$ cat src/rtl/fdf_pkg.sv
package fdf_pkg;
  localparam int unsigned REG_AW = 12;
  localparam logic [1:0] WRD_NEXT = 2'd0;
  localparam logic [1:0] WRD_SRC  = 2'd1;
  localparam logic [1:0] WRD_TAG  = 2'd2;
  localparam logic [1:0] WRD_CMD  = 2'd3;
  typedef enum logic [1:0] {ST_IDLE, ST_PICK, ST_LOAD, ST_CHECK} seq_state_e;
endpackage

$ cat src/rtl/fdf_chan_bank.sv
module fdf_chan_bank
  import fdf_pkg::*;
#(
  parameter int NCH = 7,
  parameter int AW  = 32,
  localparam int CHW = $clog2(NCH)
) (
  input  logic                     clk,
  input  logic                     rst_n,
  input  logic                     reg_we,
  input  logic [REG_AW-1:0]        reg_addr,
  input  logic [AW-1:0]            reg_wdata,
  output logic [AW-1:0]            reg_rdata,
  input  logic                     load_en,
  input  logic [CHW-1:0]           load_ch,
  input  logic [1:0]               load_word,
  input  logic [AW-1:0]            load_data,
  input  logic                     clr_src,
  input  logic                     brn_clr,
  input  logic [CHW-1:0]           brn_clr_ch,
  output logic [NCH-1:0][AW-1:0]   nxt_o,
  output logic [NCH-1:0][AW-1:0]   src_o,
  output logic [NCH-1:0][AW-1:0]   brn_o
);
  localparam logic [AW-1:0] NXT_MASK = ~AW'(15);
  localparam logic [AW-1:0] BRN_MASK = ~AW'(12);

  logic [NCH-1:0][AW-1:0] nxt_q, src_q, tag_q, cmd_q, brn_q;

  logic [3:0]     slot_raw, brn_raw;
  logic           slot_sel, brn_sel;
  logic [CHW-1:0] slot_ch, brn_ch;

  assign slot_raw = reg_addr[7:4];
  assign brn_raw  = reg_addr[5:2];
  assign slot_sel = (reg_addr[11:8] == 4'h2) && (reg_addr[1:0] == 2'b00) && (int'(slot_raw) < NCH);
  assign brn_sel  = (reg_addr[11:8] == 4'h1) && (reg_addr[7:6] == 2'b00) &&
                    (reg_addr[1:0] == 2'b00) && (int'(brn_raw) < NCH);
  assign slot_ch  = slot_raw[CHW-1:0];
  assign brn_ch   = brn_raw[CHW-1:0];

  for (genvar c = 0; c < NCH; c++) begin : g_ch
    logic ld_hit, wr_nxt, wr_brn, clr_brn;
    assign ld_hit  = load_en && (load_ch == CHW'(c));
    assign wr_nxt  = reg_we && slot_sel && (slot_ch == CHW'(c)) && (reg_addr[3:2] == WRD_NEXT);
    assign wr_brn  = reg_we && brn_sel && (brn_ch == CHW'(c));
    assign clr_brn = brn_clr && (brn_clr_ch == CHW'(c));

    always_ff @(posedge clk or negedge rst_n) begin
      if (!rst_n) begin
        nxt_q[c] <= '0;
        src_q[c] <= '0;
        tag_q[c] <= '0;
        cmd_q[c] <= '0;
        brn_q[c] <= '0;
      end else begin
        if (ld_hit && load_word == WRD_NEXT) nxt_q[c] <= load_data;
        else if (wr_nxt)                     nxt_q[c] <= reg_wdata & NXT_MASK;
        if (clr_src)                         src_q[c] <= '0;
        else if (ld_hit && load_word == WRD_SRC) src_q[c] <= load_data;
        if (ld_hit && load_word == WRD_TAG)  tag_q[c] <= load_data;
        if (ld_hit && load_word == WRD_CMD)  cmd_q[c] <= load_data;
        if (clr_brn)                         brn_q[c] <= brn_q[c] & ~AW'(1);
        else if (wr_brn)                     brn_q[c] <= reg_wdata & BRN_MASK;
      end
    end

    // Armed branch is consumed by the pick step
    assert_branch_once_R6: assert property (@(posedge clk) disable iff (!rst_n)
      clr_brn |=> !brn_q[c][0]);
  end

  always_comb begin
    reg_rdata = '0;
    if (slot_sel) begin
      case (reg_addr[3:2])
        WRD_NEXT: reg_rdata = nxt_q[slot_ch];
        WRD_SRC:  reg_rdata = src_q[slot_ch];
        WRD_TAG:  reg_rdata = tag_q[slot_ch];
        default:  reg_rdata = cmd_q[slot_ch];
      endcase
    end else if (brn_sel) begin
      reg_rdata = brn_q[brn_ch];
    end
  end

  assign nxt_o = nxt_q;
  assign src_o = src_q;
  assign brn_o = brn_q;

  assert_src_readonly_R2: assert property (@(posedge clk) disable iff (!rst_n)
    (!load_en && !clr_src) |=> $stable(src_q));
  assert_src_cleared_R5: assert property (@(posedge clk) disable iff (!rst_n)
    clr_src |=> (src_q == '0));
endmodule

$ cat src/rtl/fdf_walk_seq.sv
module fdf_walk_seq
  import fdf_pkg::*;
#(
  parameter int NCH = 7,
  parameter int AW  = 32,
  parameter logic [AW-1:0] WIN_BASE = 'h1000,
  parameter logic [AW-1:0] WIN_SIZE = 'h100,
  localparam int CHW = $clog2(NCH)
) (
  input  logic                    clk,
  input  logic                    rst_n,
  input  logic                    frame_start,
  input  logic [NCH-1:0]          en_vec,
  input  logic [NCH-1:0][AW-1:0]  nxt_i,
  input  logic [NCH-1:0][AW-1:0]  src_i,
  input  logic [NCH-1:0][AW-1:0]  brn_i,
  output logic                    mem_req,
  output logic [AW-1:0]           mem_addr,
  input  logic                    mem_ack,
  input  logic [AW-1:0]           mem_rdata,
  output logic                    load_en,
  output logic [CHW-1:0]          load_ch,
  output logic [1:0]              load_word,
  output logic [AW-1:0]           load_data,
  output logic                    clr_src,
  output logic                    brn_clr,
  output logic                    bs_evt,
  output logic [CHW-1:0]          bs_ch,
  output logic                    ber_evt,
  output logic [CHW-1:0]          ber_ch,
  output logic                    frame_done
);
  localparam int CNTW = $clog2(NCH + 1);
  localparam logic [AW:0] WIN_LO = {1'b0, WIN_BASE};
  localparam logic [AW:0] WIN_HI = {1'b0, WIN_BASE} + {1'b0, WIN_SIZE};

  seq_state_e      state_q, state_d;
  logic [CNTW-1:0] ch_q, ch_d;
  logic [1:0]      widx_q, widx_d;
  logic [AW-1:0]   ptr_q, ptr_d;
  logic [NCH-1:0]  en_q, en_d;
  logic            bs_d, ber_d, done_d;
  logic [CHW-1:0]  ch_idx;
  logic [AW-1:0]   cur_nxt, cur_src, cur_brn;
  logic            at_end;

  function automatic logic desc_in_win(input logic [AW-1:0] p);
    return ({1'b0, p} >= WIN_LO) && (({1'b0, p} + (AW+1)'(16)) <= WIN_HI);
  endfunction

  function automatic logic src_in_win(input logic [AW-1:0] s);
    return (s != '0) && ({1'b0, s} >= WIN_LO) && ({1'b0, s} <= WIN_HI);
  endfunction

  assign at_end  = (ch_q == CNTW'(NCH));
  assign ch_idx  = ch_q[CHW-1:0];
  assign cur_nxt = nxt_i[ch_idx];
  assign cur_src = src_i[ch_idx];
  assign cur_brn = brn_i[ch_idx];

  always_comb begin
    state_d = state_q;
    ch_d    = ch_q;
    widx_d  = widx_q;
    ptr_d   = ptr_q;
    en_d    = en_q;
    clr_src = 1'b0;
    brn_clr = 1'b0;
    load_en = 1'b0;
    bs_d    = 1'b0;
    ber_d   = 1'b0;
    done_d  = 1'b0;
    case (state_q)
      ST_IDLE: if (frame_start) begin
        clr_src = 1'b1;
        en_d    = en_vec;
        ch_d    = '0;
        state_d = ST_PICK;
      end
      ST_PICK: begin
        if (at_end) begin
          done_d  = 1'b1;
          state_d = ST_IDLE;
        end else if (!en_q[ch_idx]) begin
          ch_d = ch_q + 1'b1;
        end else begin
          if (cur_brn[0]) begin
            ptr_d   = cur_brn & ~AW'(15);
            brn_clr = 1'b1;
            bs_d    = cur_brn[1];
          end else begin
            ptr_d = cur_nxt;
          end
          widx_d  = '0;
          state_d = desc_in_win(ptr_d) ? ST_LOAD : ST_CHECK;
        end
      end
      ST_LOAD: if (mem_ack) begin
        load_en = 1'b1;
        widx_d  = widx_q + 1'b1;
        if (widx_q == WRD_CMD) state_d = ST_CHECK;
      end
      default: begin
        ber_d   = !src_in_win(cur_src);
        ch_d    = ch_q + 1'b1;
        state_d = ST_PICK;
      end
    endcase
  end

  always_ff @(posedge clk or negedge rst_n) begin
    if (!rst_n) begin
      state_q    <= ST_IDLE;
      ch_q       <= '0;
      widx_q     <= '0;
      ptr_q      <= '0;
      en_q       <= '0;
      bs_evt     <= 1'b0;
      bs_ch      <= '0;
      ber_evt    <= 1'b0;
      ber_ch     <= '0;
      frame_done <= 1'b0;
    end else begin
      state_q    <= state_d;
      ch_q       <= ch_d;
      widx_q     <= widx_d;
      ptr_q      <= ptr_d;
      en_q       <= en_d;
      bs_evt     <= bs_d;
      ber_evt    <= ber_d;
      frame_done <= done_d;
      if (bs_d)  bs_ch  <= ch_idx;
      if (ber_d) ber_ch <= ch_idx;
    end
  end

  assign mem_req   = (state_q == ST_LOAD);
  assign mem_addr  = ptr_q + {{(AW-4){1'b0}}, widx_q, 2'b00};
  assign load_ch   = ch_idx;
  assign load_word = widx_q;
  assign load_data = mem_rdata;

  assert_req_hold_R11: assert property (@(posedge clk) disable iff (!rst_n)
    (mem_req && !mem_ack) |=> (mem_req && $stable(mem_addr)));
  assert_req_in_window_R9: assert property (@(posedge clk) disable iff (!rst_n)
    mem_req |-> (({1'b0, mem_addr} >= WIN_LO) && (({1'b0, mem_addr} + (AW+1)'(4)) <= WIN_HI)));
  assert_done_single_R12: assert property (@(posedge clk) disable iff (!rst_n)
    frame_done |=> !frame_done);
endmodule

$ cat src/rtl/fdesc_fetch.sv
module fdesc_fetch
  import fdf_pkg::*;
#(
  parameter int NCH = 7,
  parameter int AW  = 32,
  parameter logic [AW-1:0] WIN_BASE = 'h1000,
  parameter logic [AW-1:0] WIN_SIZE = 'h100
) (
  input  logic                     clk,
  input  logic                     rst_n,
  input  logic                     frame_start,
  input  logic                     en_main,
  input  logic                     en_ovl1,
  input  logic                     en_dual_scan,
  input  logic                     en_ovl2,
  input  logic                     en_cursor,
  input  logic                     reg_we,
  input  logic [REG_AW-1:0]        reg_addr,
  input  logic [AW-1:0]            reg_wdata,
  output logic [AW-1:0]            reg_rdata,
  output logic                     mem_req,
  output logic [AW-1:0]            mem_addr,
  input  logic                     mem_ack,
  input  logic [AW-1:0]            mem_rdata,
  output logic                     bs_evt,
  output logic [$clog2(NCH)-1:0]   bs_ch,
  output logic                     ber_evt,
  output logic [$clog2(NCH)-1:0]   ber_ch,
  output logic                     frame_done
);
  localparam int CHW = $clog2(NCH);

  logic [NCH-1:0]         en_vec;
  logic [NCH-1:0][AW-1:0] nxt_w, src_w, brn_w;
  logic                   load_en, clr_src, brn_clr;
  logic [CHW-1:0]         load_ch;
  logic [1:0]             load_word;
  logic [AW-1:0]          load_data;

  always_comb begin
    en_vec = '0;
    for (int c = 0; c < NCH; c++) begin
      case (c)
        0:       en_vec[c] = en_main;
        1:       en_vec[c] = en_ovl1 | en_dual_scan;
        2, 3, 4: en_vec[c] = en_ovl2;
        5:       en_vec[c] = en_cursor;
        default: en_vec[c] = 1'b0;
      endcase
    end
  end

  fdf_chan_bank #(.NCH(NCH), .AW(AW)) u_bank (
    .clk(clk), .rst_n(rst_n),
    .reg_we(reg_we), .reg_addr(reg_addr), .reg_wdata(reg_wdata), .reg_rdata(reg_rdata),
    .load_en(load_en), .load_ch(load_ch), .load_word(load_word), .load_data(load_data),
    .clr_src(clr_src), .brn_clr(brn_clr), .brn_clr_ch(load_ch),
    .nxt_o(nxt_w), .src_o(src_w), .brn_o(brn_w)
  );

  fdf_walk_seq #(.NCH(NCH), .AW(AW), .WIN_BASE(WIN_BASE), .WIN_SIZE(WIN_SIZE)) u_seq (
    .clk(clk), .rst_n(rst_n), .frame_start(frame_start), .en_vec(en_vec),
    .nxt_i(nxt_w), .src_i(src_w), .brn_i(brn_w),
    .mem_req(mem_req), .mem_addr(mem_addr), .mem_ack(mem_ack), .mem_rdata(mem_rdata),
    .load_en(load_en), .load_ch(load_ch), .load_word(load_word), .load_data(load_data),
    .clr_src(clr_src), .brn_clr(brn_clr),
    .bs_evt(bs_evt), .bs_ch(bs_ch), .ber_evt(ber_evt), .ber_ch(ber_ch),
    .frame_done(frame_done)
  );
endmodule

$ cat config.mk
export PLATFORM = sky130hd
export DESIGN_NAME = fdesc_fetch
export DESIGN_NICKNAME = d
export VERILOG_FILES = /design/src/rtl/fdf_pkg.sv /design/src/rtl/fdf_chan_bank.sv /design/src/rtl/fdf_walk_seq.sv /design/src/rtl/fdesc_fetch.sv
export SDC_FILE = /design/constraint.sdc
export NUM_CORES = 2
export LEC_CHECK = 0
export CORE_MARGIN = 2
export CORE_UTILIZATION = 55
export CTS_BUF_LIST = sky130_fd_sc_hd__clkbuf_4
export CTS_CLUSTER_DIAMETER = 30
export DETAILED_ROUTE_END_ITERATION = 8
export DONT_BUFFER_PORTS = 1
export GPL_TIMING_DRIVEN = 1
export PLACE_DENSITY = 0.7
export SYNTH_ARGS = -nofsm -noshare
export SYNTH_HDL_FRONTEND = slang
export SYNTH_SLANG_ARGS = --single-unit
$ cat constraint.sdc
create_clock -name clk -period 3.7 [get_ports clk]
set_input_delay 0.555 -clock clk [delete_from_list [all_inputs] [get_ports clk]]
set_output_delay 0.555 -clock clk [all_outputs]
set_load 0.01 [all_outputs]
==> flow_summary.yaml <==
status:
  status: "complete, but fails checks"
  violations: "max-slew violations, negative setup slack"
drt:
  wire_per_inst_um: 26.9
  drtIter0Drc: 5536
  via_count: 47100
  vias_per_cell: 6.49
  drt-total-wl_um: 195000
  ant_nets: 0
  dr.pass1.iters: 8
  drcViolationCount: 0
grt:
  grt_pass1_vias: 46600
  antenna_found_initial: 17
  grt_pass1_wl_um: 294000
  grt_usage: 0.345
  grt_max_degree: 1159
  overflow: 0
cells_and_area:
  drive_gt1_frac: 0.317
  final_common_cell: "dfrtp_1"
  area_growth_pct: 13.9
  fin_nets: 5661
  fin_cells: 7260
  final_cell_mix: "1154 x dfrtp_1, 849 x nand2_1, 691 x mux2_2"
  finish.instance_area_sq_um: 69200
setup_path:
  worstPathArrival_ns: 3.42
  critPathKind: "flop to primary output"
  crit_family: "simple AND/OR/NAND/NOR gates"
  cp_max_fo: 3
  cp_common_cell: "and3_4"
  crit_end: "mem_addr[28]"
  cp-start-kind: "flop"
  cp_slowest_cell: "dfrtp_2"
  cp.required_ns: 3.14
  path_buf_inv: 1
  path_cells: "ha_4 > inv_2 > fa_2 > nor2_4 > and3_4 > and2_4 > nor2b_4 > and3_4 > nand4_1 > xnor2_2"
  rr_worst_depth: 9
  r2r-end: "u_bank.src_o[167]"
  cp_num_cells: 10
  crit_path_max_incr_delay_ns: 0.40
  cp-end-kind: "primary output"
  crit_start: "u_seq.load_word[0]"
  reg2reg_from: "u_seq.load_ch[1]"
  reg2reg_slack_ns: 0.07
floorplanning:
  rows: 121
  core_sq_um: 109000
  die_w_um: 336
  die-area_sq_um: 113000
  die_h_um: 336
  pin_count: 160
  start_util: 0.556
sta:
  period_needed_ns: 3.97
  clock_skew_ns: 0.154
  fin_crit_sh: 1.07
  worst_slack_ns: -0.274
  rsz0062_at_grt: "true"
  worstMarginPinSlew_ns: 1.52
  fmax_mhz: 252
  finalHoldViolCount: 0
  slew_viol_final: 47
  setup_tns_ns: -3.51
  setup_viol: 32
  relSlewSlack: -0.0165
  hold_ws_ns: 0.0554
pwr:
  ir_worst_vdd_uv: 357
  p_leak_nw: 31.2
  power_density_nw_per_um2: 521
yosys:
  yosysSeqAreaShare: 0.477
  async_reset_ff_frac: 1.00
  netlist_area_sq_um: 60700
  synth_edf_count: 0
  ys.warnings.count: 0
  synth_seq_cells: 1158
  syn_inst: 5407
  synth.distinct_cells: 77
  syn_area_per_cell_sq_um: 11.2
  synthesis.nets: 5510
  synth_top_flop_cell: "dfrtp_1"
cts:
  path_clk_slew_ns: 0.07
  cts_buffer_depth: 4
  cts_max_level: 5
  clkLatencyLatePin_ns: 1.27
  clock_sinks: 1158
  cts_made_buffers: 338
  cts_tree: "yes"
  clock-root-buffer: "clkbuf_4"
flow_run:
  max_cap_violations: 0
place:
  dpl_cell_area_sq_um: 62400
  dpl.hpwl_um: 115000
  portBuffers: 0
  dp.cells: 6509
  place_congestion: 0.932
min_path:
  hp-class: "primary input to asynchronous set/reset pin"
-- worst reg2reg max path, stage by stage (launching register included) --
cell	delay (ns)
dfrtp_4	0.65
clkinv_1	0.10
buf_4	0.28
ha_1	0.51
and3_1	0.23
buf_4	0.42
nand2_1	0.11
dlygate4sd3_1	0.58
a21oi_1	0.14
dlygate4sd3_1	0.56
-- how the worst min path moves through the flow --
stage          slack [ns]                end
2_1_floorplan        0.26    u_bank.brn_o[0]
3_3_place_gp         0.34    u_bank.brn_o[6]
3_5_place_dp         0.32   u_bank.brn_o[38]
4_1_cts             -0.98   u_bank.brn_o[38]
5_1_grt              0.09  u_bank.brn_o[160]
6_report             0.06    u_bank.brn_o[5]
-- area by class of cell --
class / instances / area, sq um
Sequential cell: 1158 / 29000
Clock buffer: 471 / 3540
Multi-Input combinational cell: 3686 / 30300
Fill cell: 8541 / 40000
Tap cell: 1476 / 1850
Clock inverter: 78 / 443
Timing Repair Buffer: 361 / 4000
Inverter: 13 / 48.8
Antenna cell: 17 / 42.5
-- state kept, by name, indices dropped and copies added, names as in the netlist --
signal and count:
u_bank.brn_o 210, u_seq.frame_done 1, u_seq.ber_evt 1, u_bank.tag_q 224, u_bank.nxt_o 224, u_seq.ber_ch 3
u_seq.state_q 2, u_seq.en_q 4, u_seq.load_ch 3, u_bank.cmd_q 224, u_bank.src_o 224, u_seq.bs_ch 3
u_seq.load_word 2, u_seq.ptr_q 32, u_seq.bs_evt 1
-- Yosys cell counts (all sizes together), types with 12 or more instances --
master | count | share of area
dfrtp | 1158 | 0.48
nand4 | 14 | 0.0014
buf | 198 | 0.016
xnor2 | 18 | 0.0026
clkbuf | 352 | 0.022
nand3 | 22 | 0.0018
mux2i | 531 | 0.088
nor3 | 23 | 0.0019
nor2 | 103 | 0.0064
ha | 16 | 0.0033
a221o | 40 | 0.0066
and2 | 12 | 0.0012
a221oi | 32 | 0.0049
a31oi | 14 | 0.0017
o21ai | 406 | 0.033
mux4 | 189 | 0.070
o22ai | 43 | 0.0044
a22oi | 16 | 0.0020
mux2 | 724 | 0.14
nand2 | 865 | 0.053
and3 | 24 | 0.0025
o211ai | 97 | 0.012
nor4 | 50 | 0.0056
a22o | 31 | 0.0045
a21oi | 304 | 0.025
-- stage by stage --
stage          utilization  power (mW)  setup WS [ns]
2_1_floorplan            -        20.4          0.451
3_3_place_gp         0.572        23.1          0.281
3_5_place_dp         0.572        23.3          0.285
4_1_cts              0.629        35.4         -0.317
5_1_grt              0.634        37.5         -0.396
6_report             0.634        36.1         -0.274
-- power breakdown --
group          total (mW)  internal [mW]  switching, mW
clock                11.6           6.10           5.54
sequential           14.9           13.8           1.11
combinational        9.52           3.69           5.82
total                36.1           23.6           12.5
-- logic make-up (layout without fill, tap and decap cells) --
family / count (synthesis) / in the layout / synth area share
xor gates and xnor gates: 28 / 28 / 0.00404
muxes: 1444 / 1444 / 0.294
AOI/OAI and AO/OA: 1044 / 1044 / 0.103
DFF: 1158 / 1158 / 0.477
and+or+nand+nor: 1153 / 1153 / 0.0793
buffers and inverters: 563 / 923 / 0.0388
adders and majority gates: 17 / 17 / 0.00363
other: 0 / 17 / 0
-- layer usage --
layer	vias to the layer above	global-route usage	wire, um
met5	-	0	230
met4	6	0.183	10400
met1	23900	0.463	77700
met3	518	0.0893	19100
met2	2613	0.514	88000
li1	20000	-	-
-- what timing repair did --
action / 4_1_cts / 5_1_grt
hold buffers: 134 / 2
setup endpoints to repair: 45 / 49
pin swaps: 34 / 37
endpoints found under the hold margin: 2275 / 186
gates resized for setup: 132 / 70
setup buffers: 33 / 17
cloned: 0 / 0
Power figures use the tool's default switching activity.
